**src/rtl/wdt_pkg.sv**
```systemverilog
package wdt_pkg;
  localparam int unsigned REG_W    = 8;
  localparam int unsigned UNLK_POS = 7;
  localparam int unsigned ENA_POS  = 6;
  localparam int unsigned SEL_POS  = 5;
  localparam int unsigned RST_POS  = 0;

  typedef struct packed {
    logic unlock;
    logic ena;
    logic sel;
  } wdt_ctrl_t;

  localparam wdt_ctrl_t CTRL_RESET = '{unlock: 1'b0, ena: 1'b1, sel: 1'b0};
endpackage

```
**src/rtl/wdt_ctrl_regs.sv**
```systemverilog
module wdt_ctrl_regs
  import wdt_pkg::*;
(
  input  logic             clk_i,
  input  logic             rst_ni,
  input  logic             wr_en_i,
  input  logic [REG_W-1:0] wr_data_i,
  output wdt_ctrl_t        ctrl_o,
  output logic             restart_o,
  output logic [REG_W-1:0] rd_data_o
);
  wdt_ctrl_t ctrl_q;
  logic      unused_bits;

  assign unused_bits = ^wr_data_i[SEL_POS-1:RST_POS+1];

  always_ff @(posedge clk_i or negedge rst_ni) begin
    if (!rst_ni) begin
      ctrl_q <= CTRL_RESET;
    end else if (wr_en_i) begin
      if (!ctrl_q.unlock) begin
        // locked: only the guard bit may move
        ctrl_q.unlock <= wr_data_i[UNLK_POS];
      end else begin
        ctrl_q.unlock <= 1'b0;
        if (wr_data_i[UNLK_POS]) begin
          ctrl_q.ena <= wr_data_i[ENA_POS];
          ctrl_q.sel <= wr_data_i[SEL_POS];
        end
      end
    end
  end

  assign restart_o = wr_en_i & wr_data_i[RST_POS];
  assign ctrl_o    = ctrl_q;

  always_comb begin
    rd_data_o           = '0;
    rd_data_o[UNLK_POS] = ctrl_q.unlock;
    rd_data_o[ENA_POS]  = ctrl_q.ena;
    rd_data_o[SEL_POS]  = ctrl_q.sel;
  end
endmodule

```
**src/rtl/wdt_tick_mux.sv**
```systemverilog
module wdt_tick_mux #(
  parameter int unsigned NUM_SRC = 2,
  localparam int unsigned SEL_W  = (NUM_SRC > 1) ? $clog2(NUM_SRC) : 1
) (
  input  logic [NUM_SRC-1:0] tick_i,
  input  logic [SEL_W-1:0]   sel_i,
  output logic               tick_o
);
  logic [NUM_SRC-1:0] hit;

  for (genvar g = 0; g < NUM_SRC; g++) begin : g_src
    assign hit[g] = tick_i[g] && (sel_i == SEL_W'(g));
  end

  assign tick_o = |hit;
endmodule

```
**src/rtl/wdt_count.sv**
```systemverilog
module wdt_count #(
  parameter int unsigned CNT_W = 16
) (
  input  logic             clk_i,
  input  logic             rst_ni,
  input  logic             tick_i,
  input  logic             restart_i,
  output logic [CNT_W-1:0] cnt_o,
  output logic             ovf_o
);
  localparam logic [CNT_W-1:0] CNT_MAX = {CNT_W{1'b1}};

  logic [CNT_W-1:0] cnt_q;
  logic             ovf_q;
  logic             wrap;

  assign wrap = tick_i && (cnt_q == CNT_MAX);

  always_ff @(posedge clk_i or negedge rst_ni) begin
    if (!rst_ni) begin
      cnt_q <= '0;
      ovf_q <= 1'b0;
    end else if (restart_i) begin
      cnt_q <= '0;
      ovf_q <= 1'b0;
    end else if (tick_i) begin
      cnt_q <= cnt_q + 1'b1;
      if (wrap) ovf_q <= 1'b1;
    end
  end

  assign cnt_o = cnt_q;
  assign ovf_o = ovf_q;
endmodule

```
**src/rtl/guarded_watchdog.sv**
```systemverilog
module guarded_watchdog
  import wdt_pkg::*;
#(
  parameter int unsigned CNT_W = 16
) (
  input  logic             clk_i,
  input  logic             rst_ni,
  input  logic             wr_en_i,
  input  logic [REG_W-1:0] wr_data_i,
  output logic [REG_W-1:0] rd_data_o,
  input  logic             slow_tick_i,
  input  logic             fast_tick_i,
  output logic             nmi_req_o
);
  wdt_ctrl_t        ctrl;
  logic             restart;
  logic             tick;
  logic [CNT_W-1:0] cnt;
  logic             ovf;
  logic             unlock_st;
  logic             ena_st;
  logic             sel_st;

  wdt_ctrl_regs u_regs (
    .clk_i     (clk_i),
    .rst_ni    (rst_ni),
    .wr_en_i   (wr_en_i),
    .wr_data_i (wr_data_i),
    .ctrl_o    (ctrl),
    .restart_o (restart),
    .rd_data_o (rd_data_o)
  );

  assign unlock_st = ctrl.unlock;
  assign ena_st    = ctrl.ena;
  assign sel_st    = ctrl.sel;

  wdt_tick_mux #(.NUM_SRC(2)) u_mux (
    .tick_i ({fast_tick_i, slow_tick_i}),
    .sel_i  (sel_st),
    .tick_o (tick)
  );

  wdt_count #(.CNT_W(CNT_W)) u_cnt (
    .clk_i     (clk_i),
    .rst_ni    (rst_ni),
    .tick_i    (tick),
    .restart_i (restart),
    .cnt_o     (cnt),
    .ovf_o     (ovf)
  );

  // masking gates only the request, never the count
  assign nmi_req_o = ovf & ena_st;
endmodule

```
**config.mk**
```make
export PLATFORM = sky130hd
export DESIGN_NAME = guarded_watchdog
export DESIGN_NICKNAME = d
export VERILOG_FILES = /design/src/rtl/wdt_pkg.sv /design/src/rtl/wdt_ctrl_regs.sv /design/src/rtl/wdt_tick_mux.sv /design/src/rtl/wdt_count.sv /design/src/rtl/guarded_watchdog.sv
export SDC_FILE = /design/constraint.sdc
export NUM_CORES = 1
export LEC_CHECK = 0
export ABC_AREA = 1
export BUFFER_PORTS_ARGS = -buffer_cell sky130_fd_sc_hd__buf_2
export CORE_ASPECT_RATIO = 0.9
export CORE_MARGIN = 4
export CORE_UTILIZATION = 25
export DETAILED_ROUTE_END_ITERATION = 12
export PLACE_DENSITY_LB_ADDON = 0.2
export SYNTH_ARGS = -nofsm -noshare
export SYNTH_HDL_FRONTEND = slang
export SYNTH_SLANG_ARGS = --single-unit
```
**constraint.sdc**
```tcl
create_clock -name clk_i -period 3.1 [get_ports clk_i]
set_clock_uncertainty 0.15 [all_clocks]
set_input_delay 0.155 -clock clk_i [delete_from_list [all_inputs] [get_ports clk_i]]
set_output_delay 0.155 -clock clk_i [all_outputs]
set_load 0.01 [all_outputs]
```
Word level (Yosys, flattened, before mapping)
Index checks and enable logic that the tools add are counted.

cells by class
  $add $sub $neg = 1
  equal/unequal tests = 1
  mux-type cells = 6
  bitwise gates (word level) = 3
  reductions and logical operators = 8

operator list
  kind                                                              count
  16-bit two-way mux                                                2
  16-bit by 1-bit adder with 16-bit output (second input constant)  1
  16-bit equality test (second input constant)                      1
  1-bit two-way mux                                                 4
  2-bit nonzero test                                                2
  1-bit logical AND                                                 3
  3-bit AND reduction                                               1
  1-bit AND                                                         2
  2-bit AND reduction                                               1
  2-bit OR reduction                                                1
  1-bit inverter                                                    1

word-level totals
  flip-flop bits (word level) = 20
  bits of input ports = 13
  output and inout bits = 9
  logic and storage cells = 24

Logic depth before layout (Yosys ltp)
Gate-level depths: netlist of the first run.

  word-level depth = 7
  mapped depth = 8
  gate-level depth less buffers = 8

By module
From an unflattened synthesis of the first run, not the netlist that was laid out.

second synthesis, totals
  cell total of the unflattened synthesis = 166
  area, all modules = 1192.4 um2

modules (own cells, without submodules)
  module            times used  cells an instance  area an instance (um2)  seq. area each (um2)
  wdt_count         1           136                970.9                   425.4
  wdt_ctrl_regs     1           24                 198.9                   76.3
  wdt_tick_mux      1           4                  15.0                    0.0
  guarded_watchdog  1           2                  7.5                     0.0

Worst setup path after synthesis of the first run
OpenSTA, ideal clock, no wires.

  path type = register -> register
  from = register u_cnt.cnt_q[1] (netlist: u_cnt.cnt_o[1])
  to = register u_cnt.cnt_q[12] (netlist: u_cnt.cnt_o[12])
  setup time = 0.117 ns
  arrival = 1.070 ns
  data required time = 2.833 ns
  setup slack = 1.763 ns
  stages on the path, launching flop included = 9
  buffers on the path = 0
  period minus slack after synthesis = 1.337 ns
  cells stage by stage = dfrtp_1 > ha_1 > nand3_1 > inv_2 > nand3_2 > nor2_2 > nand2_1 > nand2_1 > nor2_1

on the way
  word-level cells in the longest chain between the ends = 3

RTL lines
  item                                      RTL line         source
  from (decl)                               wdt_count.sv:13  logic [CNT_W-1:0] cnt_q;
  from (signal assigned)                    wdt_count.sv:27  cnt_q <= cnt_q + 1'b1;
  16-bit by 1-bit adder with 16-bit output  wdt_count.sv:27
  16-bit two-way mux                        wdt_count.sv:26  end else if (tick_i) begin
  16-bit two-way mux                        wdt_count.sv:23  end else if (restart_i) begin

No other way between the ends. The select of a mux whose other input is x is not followed.
A chain may end at the register's enable or synchronous reset.

Worst setup path in the final report of the first run
  from = input wr_en_i
  to = register u_cnt.cnt_q[6] (netlist: u_cnt.cnt_o[6])

on the way
  word-level cells in the longest chain between the ends = 2
  elaborated cells on any way between the ends = 3
  classes of those cells = 1 x mux; 1 x bitwise; 1 x reduce/logical

RTL lines
  item                                                      RTL line               source
  from (decl)                                               guarded_watchdog.sv:8  input logic wr_en_i,
  1-bit AND *                                               wdt_ctrl_regs.sv:34    assign restart_o = wr_en_i & wr_data_i[RST_POS];
  16-bit two-way mux or 2-bit nonzero test (tied branches)  --

Mark *: on every way between the ends. The rest lies on a longest branch, timed or not.

==> qor.yml, run 1 <==
grt_pass1_wl_um: 4264
finalHoldViolCount: 0
status: "completed"
yosysWarningCount: 0
crit_start: "wr_en_i"
rr_worst_depth: 8
crit_fanout: 16
cts_num_sinks: 20
rsz0062_at_grt: "no"
die_h_um: 73.21
syn_avg_cell_area_um2: 7.670
die-area_um2: 5890
drcViolationCount: 0
required_ns: 3.16
post_cts_buffers: 0
finalNetCount: 185
power_uw: 660.8
synth_cell_type_count: 23
crit_arrival_ns: 1.74
core_um2: 4518
wl_per_cell_um: 10.35
max-vdd-ir-drop_mv: 0.1943
worst_slew_pin_slew_ns: 0.5338
start_kind: "input port"
hold_class: "in2reg"
wl_um: 2402
first_global_vias: 942
post-route-period-util_pct: 54.35
crit_path_end: "u_cnt.cnt_o[6]"
ctsResizeCount: 0
drv_cap: 0
drive_gt1_share_pct: 23.53
fmax_mhz: 593.6
track_usage_pct: 9.565
drtIter0Drc: 47
r2r_slack_ns: 1.56
power_density_nw_per_um2: 486.3
antennaDiodeCount: 0
setup_tns_ns: 0
netlist_area_um2: 1181
yosys_register_bits: 20
cts-root-buf: "clkbuf_8"
drv_slew: 0
cts_buffer_depth: 2
yosysSeqAreaShare_pct: 42.48
r2r_start: "u_cnt.cnt_o[0]"
rows: 23
gp_congestion: 0.7566
syn_inst: 154
dp_hpwl_um: 1832
area_delta_synth_final_pct: 15.04
path_class: "in2reg"
grt_max_degree: 21
vias_per_cell: 4.147
gr-total-overflow: 0
relSlewSlack_pct: 64.33
clkTransAtPathRegs_ns: 0.07
finalCriticalPeriod_ns: 1.685
vias: 962
reg2reg_to: "u_cnt.cnt_o[12]"
io_pins: 22
setup_viol: 0
layout_common_cells: "nand2_1, inv_1, dfrtp_1, nor2_1, a21oi_1"
p_leak_nw: 0.7089
antenna_found_initial: 0
die_width_um: 80.46
final_common_cell: "nand2_1"
start_util_pct: 26.14
cts_tree: "built"
ant_nets: 0
end_kind: "flop"
clk-insertion-delay-late_ns: 0.26
numCtsBuffers: 3
h-tree-depth: 1
dr.pass1.iters: 4
portBuffers: 12
==> synth_stat cells, drive strengths merged <==
master,instances,share of area (%)
a2bb2oi,1,0.74
inv,24,7.6
dfstp,1,2.2
buf,7,4.2
a21oi,15,6.7
mux2,1,0.95
dfrtp,19,40
conb,1,0.32
nand2,38,15
nand4,3,1.6
ha,1,1.1
o21ai,7,3.0
nand3,11,5.1
nor2,25,12
==> metrics by stage <==
| step | setup WS, ns | util [%] | area (um2) | instances | hold slack, ns |
|---|---|---|---|---|---|
| floorplan | 1.763 | - | 1196 | 158 | -0.2906 |
| global placement | 1.615 | 28.41 | 1284 | 225 | -0.01727 |
| detailed placement | 1.573 | 28.41 | 1284 | 225 | -0.01289 |
| CTS | 1.362 | 30.07 | 1359 | 232 | 0.006519 |
| global route | 1.233 | 30.07 | 1359 | 232 | 0.04168 |
| finish | 1.415 | 30.07 | 1359 | 232 | 0.01091 |
==> worst max-delay path: stages <==
cell and delay [ns]:
dlygate4sd3_1 0.53, buf_2 0.14, nand2_1 0.40, o21ai_0 0.22, o21ai_0 0.13, o21ai_0 0.11, inv_1 0.06
==> report_power, final <==
group / switching [mW] / internal (mW) / total, mW
combinational: 0.0907 / 0.0555 / 0.146
clock: 0.0876 / 0.0917 / 0.179
sequential: 0.0368 / 0.298 / 0.335
total: 0.215 / 0.446 / 0.661
==> timing repair <==
item,in CTS,in global routing
setup endpoints to repair,0,0
hold buffers,3,0
hold endpoints to repair,21,0
==> how the worst min path moves through the flow <==
stage / start / endpoint / slack (ns) / depth (start not counted)
finish: wr_data_i[5] / u_regs.ctrl_o[0] / 0.01 / 3
global route: wr_data_i[5] / u_regs.ctrl_o[0] / 0.04 / 3
CTS: wr_data_i[5] / u_regs.ctrl_o[0] / 0.007 / 3
detailed placement: rst_ni / u_cnt.cnt_o[10] / -0.01 / 1
global placement: rst_ni / u_cnt.cnt_o[8] / -0.02 / 1
floorplan: rst_ni / u_cnt.cnt_o[0] / -0.29 / 0
==> registers in the layout (all words and copies together) (netlist names) <==
name / count
u_regs.ctrl_o: 3
u_cnt.cnt_o: 16
u_cnt.ovf_o: 1
==> layout make-up <==
class	instances	area, um2
fill	495	3159
multi-input combinational	107	554.3
timing repair buffer	15	90.09
inverter	24	90.09
clock buffer	4	45.04
tap	62	77.57
sequential	20	501.7
==> cells by family after synthesis <==
kind of cell / after synthesis / share of synthesized area (%)
adders and majority gates: 1 / 1.059
and+or+nand+nor: 77 / 32.95
muxes: 1 / 0.9533
other: 1 / 0.3175
buffers and inverters: 31 / 11.86
AOI/OAI and AO/OA: 23 / 10.38
DFF: 20 / 42.48
==> per-layer routing <==
layer,global-route usage [%],wire [um],vias up
met4,5.629,62,0
met2,15.26,1182,7
met1,11.54,1096,447
met3,2.593,60,5
met5,0,0,-
li1,-,-,503
(Power assumes the default switching activity.)
==> run 2: changes to the inputs <==
==> constraint.sdc (replaced) <==
create_clock -name clk_i -period 1.7 [get_ports clk_i]
set_clock_uncertainty 0.15 [all_clocks]
set_input_delay 0.085 -clock clk_i [delete_from_list [all_inputs] [get_ports clk_i]]
set_output_delay 0.085 -clock clk_i [all_outputs]
set_load 0.01 [all_outputs]
==> qor.yml, run 2 (synthesis gave the netlist of run 1 again) <==
die_width_um: 80.46  # unchanged
clkTransAtPathRegs_ns: 0.08  # about the same
antennaDiodeCount: 0  # unchanged
wl_per_cell_um: 10.13  # -2.2%
wl_um: 2380  # -0.92%
rsz0062_at_grt: "no"
drtIter0Drc: 41  # -13%
first_global_vias: 985  # +4.6%
gp_congestion: 0.7750  # +2.4%
hp-start: "wr_data_i[7]"
p_sw_uw: 394.5  # +83%
drive_gt1_share_pct: 24.28  # +0.75 points
path_class: "in2reg"
required_ns: 1.75  # -1.41 ns
met3_usage_pct: 2.593  # unchanged
swShare_pct: 31.41  # -1.1 points
p_int_uw: 861.5  # +93%
seqPwrFrac_pct: 48.5  # -2.2 points
clockPowerShare_pct: 29.1  # +2.0 points
setup_viol: 0  # unchanged
drv_slew: 0  # unchanged
crit_fanout: 11  # -5
hold_class: "in2reg"
pwr-share-comb_pct: 22.4  # +0.3 points
gr-total-overflow: 0  # unchanged
dp_slack_ns: 0.1892  # -1.384 ns
grt_pass1_wl_um: 4319  # +1.3%
largest_reg_flops: 16  # unchanged
p_leak_nw: 0.7280  # +2.7%
cts_buffer_depth: 2  # unchanged
finalCriticalPeriod_ns: 1.544
start_kind: "input port"
crit_arrival_ns: 1.60  # -0.14 ns
drv_cap: 0  # unchanged
track_usage_pct: 9.357  # -0.21 points
r2r_start: "u_cnt.cnt_o[1]"
dr.pass1.iters: 4  # unchanged
ant_nets: 0  # unchanged
io_pins: 22  # unchanged
max-vdd-ir-drop_mv: 0.5110  # +160%
cts-root-buf: "clkbuf_8"
ctsResizeCount: 0  # unchanged
status: "completed"
busiest_layer: "met2"
layout_common_cells: "nand2_1, inv_1, dfrtp_1, nor2_1, a21oi_1"
cts_num_sinks: 20  # unchanged
numCtsBuffers: 3  # unchanged
power_density_nw_per_um2: 899.5  # +85%
hold-path-cell-count: 3  # unchanged
die-area_um2: 5890  # unchanged
met1_usage_pct: 12.07  # +0.53 points
r2r_slack_ns: 0.18  # -1.38 ns
setup_tns_ns: 0  # unchanged
fmax_mhz: 647.5
start_util_pct: 26.14  # unchanged
finalHoldViolCount: 0  # unchanged
drcViolationCount: 0  # unchanged
whs_ns: 0.02245  # +0.01153 ns
reg2reg_to: "u_cnt.cnt_o[10]"
clk-insertion-delay-late_ns: 0.26  # about the same
post-route-period-util_pct: 90.84
rows: 23  # unchanged
worst_slack_ns: 0.1557  # -1.260 ns
portBuffers: 12  # unchanged
finalNetCount: 188  # +1.6%
grt_max_degree: 21  # unchanged
dp_hpwl_um: 1858  # +1.5%
rr_worst_depth: 8  # unchanged
use_met2_pct: 15.26  # unchanged
h-tree-depth: 1  # unchanged
vias: 978  # +1.7%
die_h_um: 73.21  # unchanged
core_um2: 4518  # unchanged
antenna_found_initial: 0  # unchanged
end_kind: "flop"
area_delta_synth_final_pct: 18.22
post-route-util_pct: 30.91  # +0.83 points
vias_per_cell: 4.162  # +0.37%
cts_tree: "built"
fillCellCount: 484  # -2.2%
min_to: "u_regs.ctrl_o[0]"
final_common_cell: "nand2_1"
## run 2: cell count changes in the layout (fill, tap and decap cells not counted), sizes merged
cell,before,now
buf,12,13
dlygate4sd3,3,5
## run 2: worst max-delay path by stage
stage / end / cells past startpoint / start / slack [ns]
6_report: u_cnt.cnt_o[6] / 7 / wr_en_i / 0.16
5_1_grt: u_cnt.cnt_o[6] / 7 / wr_en_i / 0.05
4_1_cts: u_cnt.cnt_o[6] / 7 / wr_en_i / 0.14
3_5_place_dp: u_cnt.cnt_o[10] / 8 / u_cnt.cnt_o[1] / 0.19
3_3_place_gp: u_cnt.cnt_o[12] / 8 / u_cnt.cnt_o[0] / 0.22
2_1_floorplan: u_cnt.cnt_o[12] / 8 / u_cnt.cnt_o[1] / 0.36
## run 2: what timing repair did
item / 4_1_cts / 5_1_grt
hold endpoints to repair: 23 / 0
hold buffers: 5 / 0
buffers inserted: 0 / 0
## run 2: critical path, stage by stage
cell and delay [ns]:
dlygate4sd3_1 0.53, buf_2 0.14, nand2_1 0.32, o21ai_0 0.23, o21ai_0 0.12, o21ai_0 0.10
inv_1 0.06
## run 2: final cells by class
cell class                      instances  area, um2  share of cell area, %
Multi-Input combinational cell        107      554.3                  39.70
Clock buffer                            4      55.05                  3.943
Inverter                               24      90.09                  6.452
Timing Repair Buffer                   18      117.6                  8.423
Tap cell                               62      77.57                  5.556
Sequential cell                        20      501.7                  35.93
## run 2: power groups by stage
stage | clock, mW | sequential (mW) | combinational, mW
after floorplan | 0 | 0.616 | 0.198
after global placement | 0 | 0.615 | 0.258
after detailed placement | 0 | 0.618 | 0.271
after CTS | 0.373 | 0.609 | 0.287
after global routing | 0.397 | 0.618 | 0.320
final | 0.366 | 0.609 | 0.281
## run 2: routing by layer
metal	vias to the layer above	wire length, um
li1	515	-
met1	453	1144
met2	8	1138
met3	2	71
met4	0	26
met5	-	0
## run 2: per-stage QoR
step,instance area (um2),cells,power (mW)
3_3_place_gp,1291,226,0.8725
3_5_place_dp,1291,226,0.8894
5_1_grt,1396,235,1.335
4_1_cts,1396,235,1.269
2_1_floorplan,1196,158,0.8145
6_report,1396,235,1.256
